### src/rtl/flash_sr_pkg.sv
// Package: instruction codes, operation classes and helpers shared by
// the status register controller, its submodules and its checker.
package flash_sr_pkg;

    typedef enum logic [3:0] {
        CMD_NONE  = 4'd0,
        CMD_WREN  = 4'd1,
        CMD_WRDI  = 4'd2,
        CMD_PROG  = 4'd3,
        CMD_QPROG = 4'd4,
        CMD_SECT  = 4'd5,
        CMD_BLK   = 4'd6,
        CMD_CHIP  = 4'd7,
        CMD_WRSR  = 4'd8,
        CMD_SERA  = 4'd9,
        CMD_SPRG  = 4'd10,
        CMD_RDSR  = 4'd11,
        CMD_SUSP  = 4'd12
    } cmd_e;

    typedef enum logic [2:0] {
        CLS_PROG = 3'd0,
        CLS_SECT = 3'd1,
        CLS_BLK  = 3'd2,
        CLS_CHIP = 3'd3,
        CLS_WRSR = 3'd4,
        CLS_SECR = 3'd5
    } op_cls_e;

    localparam int NUM_CLS  = 6;
    localparam int PROT_W   = 6;

    // True for every instruction that needs write enable and starts busy.
    function automatic logic needs_wel(input logic [3:0] code);
        case (code)
            CMD_PROG, CMD_QPROG, CMD_SECT, CMD_BLK, CMD_CHIP,
            CMD_WRSR, CMD_SERA, CMD_SPRG: needs_wel = 1'b1;
            default:                      needs_wel = 1'b0;
        endcase
    endfunction

    // True for instructions that pass the busy gate.
    function automatic logic busy_exempt(input logic [3:0] code);
        busy_exempt = (code == CMD_RDSR) || (code == CMD_SUSP);
    endfunction

endpackage

### src/rtl/sr_cmd_gate.sv
// Command gate: purely combinational decision on one strobe.
// Assumes busy, wel and srp0 are the registered current state.
// Produces the accept decision, the state-change requests and the
// operation class whose busy count must be loaded.
module sr_cmd_gate
    import flash_sr_pkg::*;
(
    input  logic        cmd_valid,
    input  logic [3:0]  cmd_code,
    input  logic        busy,
    input  logic        wel,
    input  logic        srp0,
    input  logic        wp_n,
    output logic        accept,
    output logic        set_wel,
    output logic        clr_wel,
    output logic        load_prot,
    output logic        start_op,
    output op_cls_e     op_cls
);

    logic hw_locked;

    // Status write is blocked by the hardware pin when SRP0 is set.
    assign hw_locked = srp0 && !wp_n;

    // Decide acceptance and the state updates for the current strobe.
    always_comb begin
        accept    = 1'b0;
        set_wel   = 1'b0;
        clr_wel   = 1'b0;
        load_prot = 1'b0;
        start_op  = 1'b0;
        op_cls    = CLS_PROG;
        if (cmd_valid) begin
            if (busy) begin
                accept = busy_exempt(cmd_code);
            end else begin
                case (cmd_e'(cmd_code))
                    CMD_WREN: begin
                        accept  = 1'b1;
                        set_wel = 1'b1;
                    end
                    CMD_WRDI: begin
                        accept  = 1'b1;
                        clr_wel = 1'b1;
                    end
                    CMD_RDSR, CMD_SUSP: accept = 1'b1;
                    CMD_WRSR: begin
                        op_cls = CLS_WRSR;
                        if (wel) begin
                            clr_wel = 1'b1;
                            if (!hw_locked) begin
                                accept    = 1'b1;
                                load_prot = 1'b1;
                                start_op  = 1'b1;
                            end
                        end
                    end
                    CMD_PROG, CMD_QPROG, CMD_SECT, CMD_BLK, CMD_CHIP,
                    CMD_SERA, CMD_SPRG: begin
                        case (cmd_e'(cmd_code))
                            CMD_SECT:          op_cls = CLS_SECT;
                            CMD_BLK:           op_cls = CLS_BLK;
                            CMD_CHIP:          op_cls = CLS_CHIP;
                            CMD_SERA, CMD_SPRG: op_cls = CLS_SECR;
                            default:           op_cls = CLS_PROG;
                        endcase
                        if (wel) begin
                            accept   = 1'b1;
                            clr_wel  = 1'b1;
                            start_op = 1'b1;
                        end
                    end
                    default: accept = 1'b0;
                endcase
            end
        end
    end

endmodule

### src/rtl/sr_busy_timer.sv
// Busy timer: a down-counter loaded with the cycle count of the started
// operation class. Busy is high while the count is non-zero, so it lasts
// exactly the class count from the loading edge. Assumes start is only
// raised while the counter is idle.
module sr_busy_timer
    import flash_sr_pkg::*;
#(
    parameter int PROG_CYC = 12,
    parameter int SECT_CYC = 24,
    parameter int BLK_CYC  = 40,
    parameter int CHIP_CYC = 96,
    parameter int WRSR_CYC = 8,
    parameter int SECR_CYC = 16
) (
    input  logic    clk,
    input  logic    rst_n,
    input  logic    start,
    input  op_cls_e cls,
    output logic    busy
);

    localparam int M01   = (PROG_CYC > SECT_CYC) ? PROG_CYC : SECT_CYC;
    localparam int M23   = (BLK_CYC  > CHIP_CYC) ? BLK_CYC  : CHIP_CYC;
    localparam int M45   = (WRSR_CYC > SECR_CYC) ? WRSR_CYC : SECR_CYC;
    localparam int M0123 = (M01 > M23) ? M01 : M23;
    localparam int MAXC  = (M0123 > M45) ? M0123 : M45;
    localparam int CNT_W = $clog2(MAXC + 1);
    localparam int CYC [NUM_CLS] = '{PROG_CYC, SECT_CYC, BLK_CYC,
                                      CHIP_CYC, WRSR_CYC, SECR_CYC};

    logic [CNT_W-1:0] dur_tab [NUM_CLS];
    logic [CNT_W-1:0] cnt_q;

    // Build the per-class duration table at the counter width.
    for (genvar g = 0; g < NUM_CLS; g++) begin : g_dur
        assign dur_tab[g] = CNT_W'(CYC[g]);
    end

    // Load on start, otherwise count down to zero and stop.
    always_ff @(posedge clk) begin
        if (!rst_n) begin
            cnt_q <= '0;
        end else if (start) begin
            cnt_q <= dur_tab[cls];
        end else if (cnt_q != '0) begin
            cnt_q <= cnt_q - 1'b1;
        end
    end

    assign busy = (cnt_q != '0);

endmodule

### src/rtl/sr_status_regs.sv
// Status storage: the write-enable latch and the six writable protection
// bits (SRP0, SEC, TB, BP2..BP0). Clear of the latch wins over set; the
// gate never asks for both in one cycle.
module sr_status_regs
    import flash_sr_pkg::*;
(
    input  logic              clk,
    input  logic              rst_n,
    input  logic              set_wel,
    input  logic              clr_wel,
    input  logic              load_prot,
    input  logic [PROT_W-1:0] prot_din,
    output logic              wel,
    output logic [PROT_W-1:0] prot
);

    // Write-enable latch update.
    always_ff @(posedge clk) begin
        if (!rst_n) begin
            wel <= 1'b0;
        end else if (clr_wel) begin
            wel <= 1'b0;
        end else if (set_wel) begin
            wel <= 1'b1;
        end
    end

    // Protection bits load from an accepted status write.
    always_ff @(posedge clk) begin
        if (!rst_n) begin
            prot <= '0;
        end else if (load_prot) begin
            prot <= prot_din;
        end
    end

endmodule

### src/rtl/flash_sr_ctrl.sv
// Top: status register controller of a serial NOR flash. Takes decoded
// instruction strobes, gates them on busy / write-enable / hardware lock,
// runs the busy countdown, and returns the status byte
// {SRP0,SEC,TB,BP2,BP1,BP0,WEL,BUSY} plus one accept/ignore pulse per
// strobe, registered one cycle after it. Assumes strobes are one cycle.
module flash_sr_ctrl
    import flash_sr_pkg::*;
#(
    parameter int PROG_CYC = 12,
    parameter int SECT_CYC = 24,
    parameter int BLK_CYC  = 40,
    parameter int CHIP_CYC = 96,
    parameter int WRSR_CYC = 8,
    parameter int SECR_CYC = 16
) (
    input  logic       clk,
    input  logic       rst_n,
    input  logic       cmd_valid,
    input  logic [3:0] cmd_code,
    input  logic [7:0] wr_data,
    input  logic       wp_n,
    output logic [7:0] status_byte,
    output logic       cmd_accept,
    output logic       cmd_ignore
);

    logic              busy;
    logic              wel;
    logic [PROT_W-1:0] prot;
    logic              accept;
    logic              set_wel;
    logic              clr_wel;
    logic              load_prot;
    logic              start_op;
    op_cls_e           op_cls;

    sr_cmd_gate u_gate (
        .cmd_valid (cmd_valid),
        .cmd_code  (cmd_code),
        .busy      (busy),
        .wel       (wel),
        .srp0      (prot[PROT_W-1]),
        .wp_n      (wp_n),
        .accept    (accept),
        .set_wel   (set_wel),
        .clr_wel   (clr_wel),
        .load_prot (load_prot),
        .start_op  (start_op),
        .op_cls    (op_cls)
    );

    sr_busy_timer #(
        .PROG_CYC (PROG_CYC),
        .SECT_CYC (SECT_CYC),
        .BLK_CYC  (BLK_CYC),
        .CHIP_CYC (CHIP_CYC),
        .WRSR_CYC (WRSR_CYC),
        .SECR_CYC (SECR_CYC)
    ) u_timer (
        .clk   (clk),
        .rst_n (rst_n),
        .start (start_op),
        .cls   (op_cls),
        .busy  (busy)
    );

    sr_status_regs u_regs (
        .clk       (clk),
        .rst_n     (rst_n),
        .set_wel   (set_wel),
        .clr_wel   (clr_wel),
        .load_prot (load_prot),
        .prot_din  (wr_data[7:2]),
        .wel       (wel),
        .prot      (prot)
    );

    // Register the per-strobe outcome pulses.
    always_ff @(posedge clk) begin
        if (!rst_n) begin
            cmd_accept <= 1'b0;
            cmd_ignore <= 1'b0;
        end else begin
            cmd_accept <= cmd_valid && accept;
            cmd_ignore <= cmd_valid && !accept;
        end
    end

    assign status_byte = {prot, wel, busy};

endmodule

### config.mk
export PLATFORM = sky130hd
export DESIGN_NAME = flash_sr_ctrl
export DESIGN_NICKNAME = d
export VERILOG_FILES = /design/src/rtl/flash_sr_pkg.sv /design/src/rtl/sr_cmd_gate.sv /design/src/rtl/sr_busy_timer.sv /design/src/rtl/sr_status_regs.sv /design/src/rtl/flash_sr_ctrl.sv
export SDC_FILE = /design/constraint.sdc
export NUM_CORES = 1
export LEC_CHECK = 0
export ABC_AREA = 1
export BUFFER_PORTS_ARGS = -buffer_cell sky130_fd_sc_hd__buf_2
export CAP_MARGIN = 20
export CORE_UTILIZATION = 41
export CTS_CLUSTER_DIAMETER = 60
export CTS_CLUSTER_SIZE = 12
export DETAILED_ROUTE_END_ITERATION = 8
export GPL_TIMING_DRIVEN = 0
export PLACE_DENSITY = 0.65
export SLEW_MARGIN = 0
export SYNTH_ARGS = -nofsm -noshare
export SYNTH_HDL_FRONTEND = slang
export SYNTH_SLANG_ARGS = --single-unit
### constraint.sdc
create_clock -name clk -period 2.9 [get_ports clk]
set_clock_uncertainty 0.15 [all_clocks]
set_input_delay 0.435 -clock clk [delete_from_list [all_inputs] [get_ports clk]]
set_output_delay 0.435 -clock clk [all_outputs]
set_load 0.02 [all_outputs]
---- Word level (Yosys, flattened, before mapping) ----
Memory sizes are Yosys's and may differ from the RTL's.
Index checks and enable logic that the tools add are counted.
word-level totals
  output and inout bits ................... 10
  memories kept ........................... 1
  bits in read-only memories .............. 56
  bits of input ports ..................... 16
  register bits ........................... 16
  word-level logic and storage cells ...... 61
memory list
  memory           depth  width  rd ports  clocked after Yosys merged registers in  write ports  line                 text
  (no name shown)  8      7      1         0                                        0            sr_busy_timer.sv:44  cnt_q <= dur_tab[cls];
operators by class
  equality and inequality tests ........... 12
  order comparisons ....................... 1
  reductions and logical operators ........ 13
  bitwise gates (word level) .............. 2
  muxes and demuxes ....................... 26
  $add $sub $neg .......................... 1
operators by type and width
  operator               number
  $mux W7                4
  $eq A4 B4 Y1 const B   5
  $eq A4 B3 Y1 const B   4
  $mux W1                15
  $pmux W3 S4            1
  $eq A4 B2 Y1 const B   2
  $reduce_or A8 Y1       1
  $reduce_bool A7 Y1     1
  $reduce_or A7 Y1       1
  $sub A7 B1 Y7 const B  1
  $mux W3                2
  $pmux W3 S2            1
  $eq A4 B1 Y1 const B   1
  $ge A4 B4 Y1 const B   1
  $not A3 Y4             1
  $pmux W1 S2            2
  $reduce_or A2 Y1       2
  $reduce_or A4 Y1       1
  $logic_and A1 B1 Y1    3
  $pmux W1 S3            1
  $logic_not A1 Y1       2
  $reduce_bool A2 Y1     1
  $logic_or A1 B1 Y1     1
  $not A1 Y1             1

---- Depth between registers and ports, before layout ----
Gate-level depths: netlist of the first run.
  word-level depth ........................ 11
  mapped depth ............................ 10
  depth with buffers taken out ............ 10

---- Modules after synthesis ----
From an unflattened synthesis of the first run, not the netlist that was laid out.
unflattened totals
  cell total of the unflattened synthesis .. 172
  area, all modules ....................... 1,042.2 sq um
by module, submodules not included
  module          area an instance (sq um)  seq. area each (sq um)  instances  cells an instance
  sr_busy_timer   474.2                     140.1                   1          74
  sr_status_regs  289.0                     140.1                   1          42
  sr_cmd_gate     209.0                     0.0                     1          48
  flash_sr_ctrl   70.1                      40.0                    1          8

---- Worst setup path after synthesis of the first run ----
OpenSTA, ideal clock, no wires.
  kind .................................... reg2out
  start point ............................. register u_timer.cnt_q[0]
  end point ............................... output status_byte[0]
  arrival time ............................ 0.967 ns
  cell stages (with the launch flop) ...... 5
  buffers on the path ..................... 1
  path slack .............................. 1.348 ns
  required time ........................... 2.315 ns
  path through ............................ dfxtp_1 > inv_1 > ha_1 > nand4_4 > buf_4
on the way
  longest elaborated chain between the ends .. 1
ends and longest elaborated chain
  element                 line                 text
  from (decl)             sr_busy_timer.sv:32  logic [CNT_W-1:0] cnt_q;
  from (signal assigned)  sr_busy_timer.sv:44
  from (signal assigned)  sr_busy_timer.sv:46  cnt_q <= cnt_q - 1'b1;
  $reduce_bool A7 Y1      sr_busy_timer.sv:50  assign busy = (cnt_q != '0);
  to (decl)               flash_sr_ctrl.sv:22  output logic [7:0] status_byte,
No other way between the ends.

---- Final worst setup path of the first run ----
Ends and elaborated chain as after synthesis.

==> reports/qor.yml, run 1 <==
outcome: "finished, final reports clean"
clockRootBuffer: "clkbuf_4"
viasPerCell: 4.83
placementRows: 16
leakage_nw: 0.543
multi_input_area_um2: 533
wl_per_cell_um: 10.3
max_stage_delay_ns: 0.34
endpoint_kind: "output port"
worstSkewPairLatency_ns: 0.29
startpoint_type: "register"
path_class: "reg2out"
synth-seq-area-share: 0.340
n_antenna_cell: 0
ys_warn_count: 0
met1_length_um: 800
wl_um: 1830
drt_iter0_drc: 12
synth.most_common_cell: "nor2_1"
synth_area_um2: 941
cts_hold_buf: 0
ir_drop_mv: 0.336
area_growth_syn_to_layout_pct: 19.7
required_ns: 2.32
fmax_ghz: 0.481
gr-usage-all-layers: 0.173
dr.pass1.iters: 4
max_slew_margin: 0.725
period_needed_ns: 2.08
synth_commonest_cells: "nor2_1, nand2_1, dfxtp_1, inv_1, nand3_1"
dpl.hpwl_um: 1470
total_power_uw: 789
report.final.slew_viol_count: 0
syn_area_per_cell_um2: 7.59
synth_area_leaders: "dfxtp_1, nor2_1, nand2_1"
antenna_found_initial: 0
die_h_um: 49.9
dieWidth_um: 49.9
grt_pass1_wl_um: 3300
drc: 0
dpl.cell_count: 174
cts-htree-levels: 1
path_clk_slew_ns: 0.10
top_layer: "met3"
wl_met2_um: 973
die-area_mm2: 0.00249
start_util: 0.456
rsz0062_at_grt: "false"
crit_arrival_ns: 1.50
seq_area_um2: 320
synthArstFlopShare: 0
grt_max_degree: 11
hold_violations: 0
setup_violations: 0
synth_fp_nets: 141
post_cts_buffers: 0
gp_congestion: 0.824
cts-resized-gates: 0
wl_met3_um: 57
grt_overflow: 0
p_per_area_mw_per_mm2: 701
cts_buffer_depth: 2
core_mm2: 0.00206
synth_top_area_cell: "dfxtp_1"
grt_pass1_vias: 805
drive_above_1_share: 0.325
final_util: 0.546
crit_fanout: 5
setup_tns_ns: 0
cp_slowest_cell: "dfxtp_1"
cts_tree: "built"
hp-class: "in2reg"
ys.flop_type: "dfxtp_1"
synth_top_area_frac: 0.340
cts_buffers: 3
place_area_mm2: 0.00109
path_cells: "inv_1, ha_1, nand4_4, buf_4, buf_2"
synth_cells: 124
ys_seq_elements: 16
cts.sinks: 16
fillers: 215
stdcell_count: 178
max_cap_violations: 0
port_buffers: 23
worst_pin_slew_ns: 0.412
yosysUniqueCellTypes: 30
period_share: 0.717
vias: 859
io_pins: 26
fin_nets: 169
fin_area_mm2: 0.00113
postRouteAntennaNets: 0
synth_edf_count: 0
-- through the flow --
step | hold slack, ns | worst slack (ns)
after CTS | 0.213 | 0.798
final | 0.224 | 0.819
after global placement | 0.296 | 1.14
after floorplan | 0.277 | 1.35
after global routing | 0.219 | 0.736
after detailed placement | 0.303 | 1.12
-- placed cells by master, fill, tap and decap left out, types with 4 or more instances in the layout --
cell type | netlist | routed
buf_2 | 0 | 23
nor2_1 | 19 | 19
nand2_1 | 18 | 18
dfxtp_1 | 16 | 16
inv_1 | 11 | 11
nand3_1 | 9 | 9
o21ai_1 | 8 | 8
a21oi_1 | 6 | 6
nand2_4 | 4 | 4
-- sequential cells by signal, summed over array words and instances, names as in the netlist --
signal,flops
u_timer.cnt_q,7
cmd_accept,1
u_regs.prot,6
u_regs.wel,1
cmd_ignore,1
-- cells by family after synthesis --
family,count (synthesis),share of synthesized area
buffers and inverters,19,0.0931
AO/OA/AOI/OAI,20,0.120
XOR/XNOR,4,0.0372
adder cells (fa/ha/maj),1,0.0133
flip-flops,16,0.340
AND/OR/NAND/NOR,64,0.396
-- routing by layer --
metal / track usage / up-vias
met5: 0 / -
met4: 0.0571 / 0
met3: 0.0309 / 0
met2: 0.320 / 15
met1: 0.197 / 389
li1: - / 455
-- critical path: cells and delay by family (launching register included) --
family | cells | cell delay, ns
buffers and inverters | 3 | 0.43
DFF | 1 | 0.34
adders and majority gates | 1 | 0.26
and+or+nand+nor | 1 | 0.19
-- worst paths after layout --
kind                            startpoint                       endpoint  cells past startpoint  slack, ns
max          u_timer.cnt_q[0]$_SDFFE_PN0P_                 status_byte[0]                      5       0.82
min                             wr_data[4]    u_regs.prot[2]$_SDFFE_PN0P_                      3       0.22
max reg2reg  u_timer.cnt_q[0]$_SDFFE_PN0P_    u_regs.prot[3]$_SDFFE_PN0P_                      7       1.19
min reg2reg  u_timer.cnt_q[0]$_SDFFE_PN0P_  u_timer.cnt_q[0]$_SDFFE_PN0P_                      1       0.32
-- power by group --
part | switching (mW) | internal, mW | leakage (nW)
registers | 0.0264 | 0.252 | 0.131
clock network | 0.0741 | 0.0764 | 0.0210
logic | 0.213 | 0.148 | 0.391
total | 0.313 | 0.476 | 0.543
-- layout make-up --
type,instances,share of cell area
plain buffers,4,0.0233
multi-input cells,89,0.473
well taps,27,0.0300
clock buffers,4,0.0322
repair buffers,23,0.102
flip-flops and latches,16,0.284
inverters,15,0.0544
(Power assumes the default switching activity.)
==> run 2: changes to the inputs <==
PLACE_DENSITY = 0.68   (was 0.65)
clock period = 1.7 ns   (was 2.9 ns; I/O delays follow)
==> run 2 against run 1 <==
Against the previous run: combinational power up 110%; first-iteration DRC count is 42% lower; non-clock buffer count rose by 7; clock-buffer cell count did not move; clock power up 68%; setup slack worse by 0.75 ns; largest cell class unchanged; final area grew 6.3%; critical endpoint unchanged; flip-flop and latch count unchanged.
==> reports/qor.yml, run 2 (synthesis gave the netlist of run 1 again) <==
use_met2: 0.302  # -0.0180
path_clk_slew_ns: 0.10  # about the same
p_per_area_mw_per_mm2: 1250  # +79%
setup_slack_ns: 0.0743  # -0.745 ns
viasPerCell: 4.80  # -0.54%
gr-usage-all-layers: 0.168  # -0.00547
dpl.hpwl_um: 1470  # +0.42%
rrSetupSlack_ns: 0.09  # -1.10 ns
fin_nets: 176  # +4.1%
grt_max_degree: 11  # unchanged
drc: 0  # unchanged
cts-htree-levels: 1  # unchanged
setup_tns_ns: 0  # unchanged
max_cap_violations: 0  # unchanged
dp_worst_setup_slack_ns: -0.0199  # -1.14 ns
max_slew_margin: 0.741  # +0.0152
grt_pass1_wl_um: 3190  # -3.2%
r2r-start: "u_timer.cnt_q[2]$_SDFFE_PN0P_"
crit_fanout: 3  # -2
n_antenna_cell: 0  # unchanged
wl_per_cell_um: 10.3  # +0.42%
final_util: 0.581  # +0.0346
die-area_mm2: 0.00249  # unchanged
worst_pin_slew_ns: 0.389  # -0.0228 ns
port_buffers: 23  # unchanged
grt-busiest-layer: "met2"
place_area_mm2: 0.00109  # unchanged
crit_path_end: "status_byte[0]"
worstSkewPairLatency_ns: 0.29  # about the same
met1_usage: 0.194  # -0.00296
drt_iter0_drc: 7  # -5
grt_pass1_vias: 785  # -2.5%
cts_tree: "built"
leakage_nw: 0.579  # +6.6%
period_share: 0.956
gp_congestion: 0.897  # +8.8%
core_mm2: 0.00206  # unchanged
final_cell_mix: "buf_2, nor2_1, nand2_1, dfxtp_1"
required_ns: 1.29  # -1.03 ns
report.final.slew_viol_count: 0  # unchanged
clockRootBuffer: "clkbuf_4"
grt_overflow: 0  # unchanged
timing.rr.end: "u_timer.cnt_q[4]$_SDFFE_PN0P_"
setup_violations: 0  # unchanged
startpoint_type: "register"
crit_start: "u_timer.cnt_q[2]$_SDFFE_PN0P_"
cts.sinks: 16  # unchanged
use_met3: 0.0340  # +0.00309
hold_start: "wr_data[2]"
outcome: "finished, final reports clean"
postRouteAntennaNets: 0  # unchanged
endpoint_kind: "output port"
start_util: 0.456  # unchanged
dieWidth_um: 49.9  # unchanged
regMostFlops: "u_timer.cnt_q"
dr.pass1.iters: 3  # -1
io_pins: 26  # unchanged
fin_area_mm2: 0.00120  # +6.3%
crit_arrival_ns: 1.22  # -0.28 ns
vias: 888  # +3.4%
r2r_cells: 9  # +2
drive_above_1_share: 0.386  # +0.0616
wl_um: 1910  # +4.4%
cts_buffer_depth: 2  # unchanged
largestRegisters: "u_timer.cnt_q (7), u_regs.prot (6)"
period_needed_ns: 1.63
hp-class: "in2reg"
cts_buffers: 3  # unchanged
ir_drop_mv: 0.775  # +130%
hold_violations: 0  # unchanged
area_growth_syn_to_layout_pct: 27.3
fmax_ghz: 0.615
antenna_found_initial: 0  # unchanged
path_class: "reg2out"
final_common_cell: "buf_2"
die_h_um: 49.9  # unchanged
placementRows: 16  # unchanged
largest_reg_flops: 7  # unchanged
## run 2: cell count changes in the layout (fill, tap and decap cells not counted)
cell,before,now
inv_1,11,9
inv_2,3,5
dfxtp_2,0,2
ha_1,1,0
dfxtp_1,16,14
ha_4,0,1
buf_6,0,1
buf_4,3,9
## run 2: timing repair
item,4_1_cts,5_1_grt
setup endpoints to repair,7,7
buffers inserted,1,6
hold buffers,0,0
pin swaps,1,2
gates resized for setup,3,6
cloned,0,0
## run 2: metrics by stage
stage,cells,power [mW],hold WS (ns)
after floorplan,124,0.979,0.245
after global placement,174,1.08,0.295
after detailed placement,174,1.10,0.298
after CTS,179,1.41,0.0461
after global routing,185,1.61,0.0465
final,185,1.50,0.0558
## run 2: worst min path at each step
stage / to / depth (start not counted)
4_1_cts: u_regs.prot[0]$_SDFFE_PN0P_ / 3
5_1_grt: u_regs.prot[4]$_SDFFE_PN0P_ / 3
3_5_place_dp: u_timer.cnt_q[0]$_SDFFE_PN0P_ / 1
2_1_floorplan: cmd_accept$_SDFF_PN0_ / 2
6_report: u_regs.prot[0]$_SDFFE_PN0P_ / 3
3_3_place_gp: u_timer.cnt_q[0]$_SDFFE_PN0P_ / 1
## run 2: layer usage
metal  routed length [um]  share of wire  vias to the layer above
li1                     -              -                      469
met1                  850           0.44                      393
met2                  962           0.50                       22
met3                   82          0.043                        4
met4                   16         0.0084                        0
met5                    0              0                        -
## run 2: power breakdown
group	total, mW	switching (mW)	internal (mW)
Sequential	0.482	0.0478	0.434
Clock	0.252	0.122	0.130
Combinational	0.768	0.399	0.369
Total	1.50	0.568	0.933
## run 2: area by class of cell
type,count,area (um^2)
Buffer,4,26.3
Clock buffer,4,36.3
Fill cell,201,865
Inverter,15,61.3
Multi-Input combinational cell,89,546
Sequential cell,16,323
Tap cell,27,33.8
Timing Repair Buffer,30,171
## run 2: critical path: stages (launching register included)
cell and delay (ns):
dfxtp_1 0.37, nor2_4 0.16, nand4_4 0.12, buf_4 0.14, buf_2 0.14
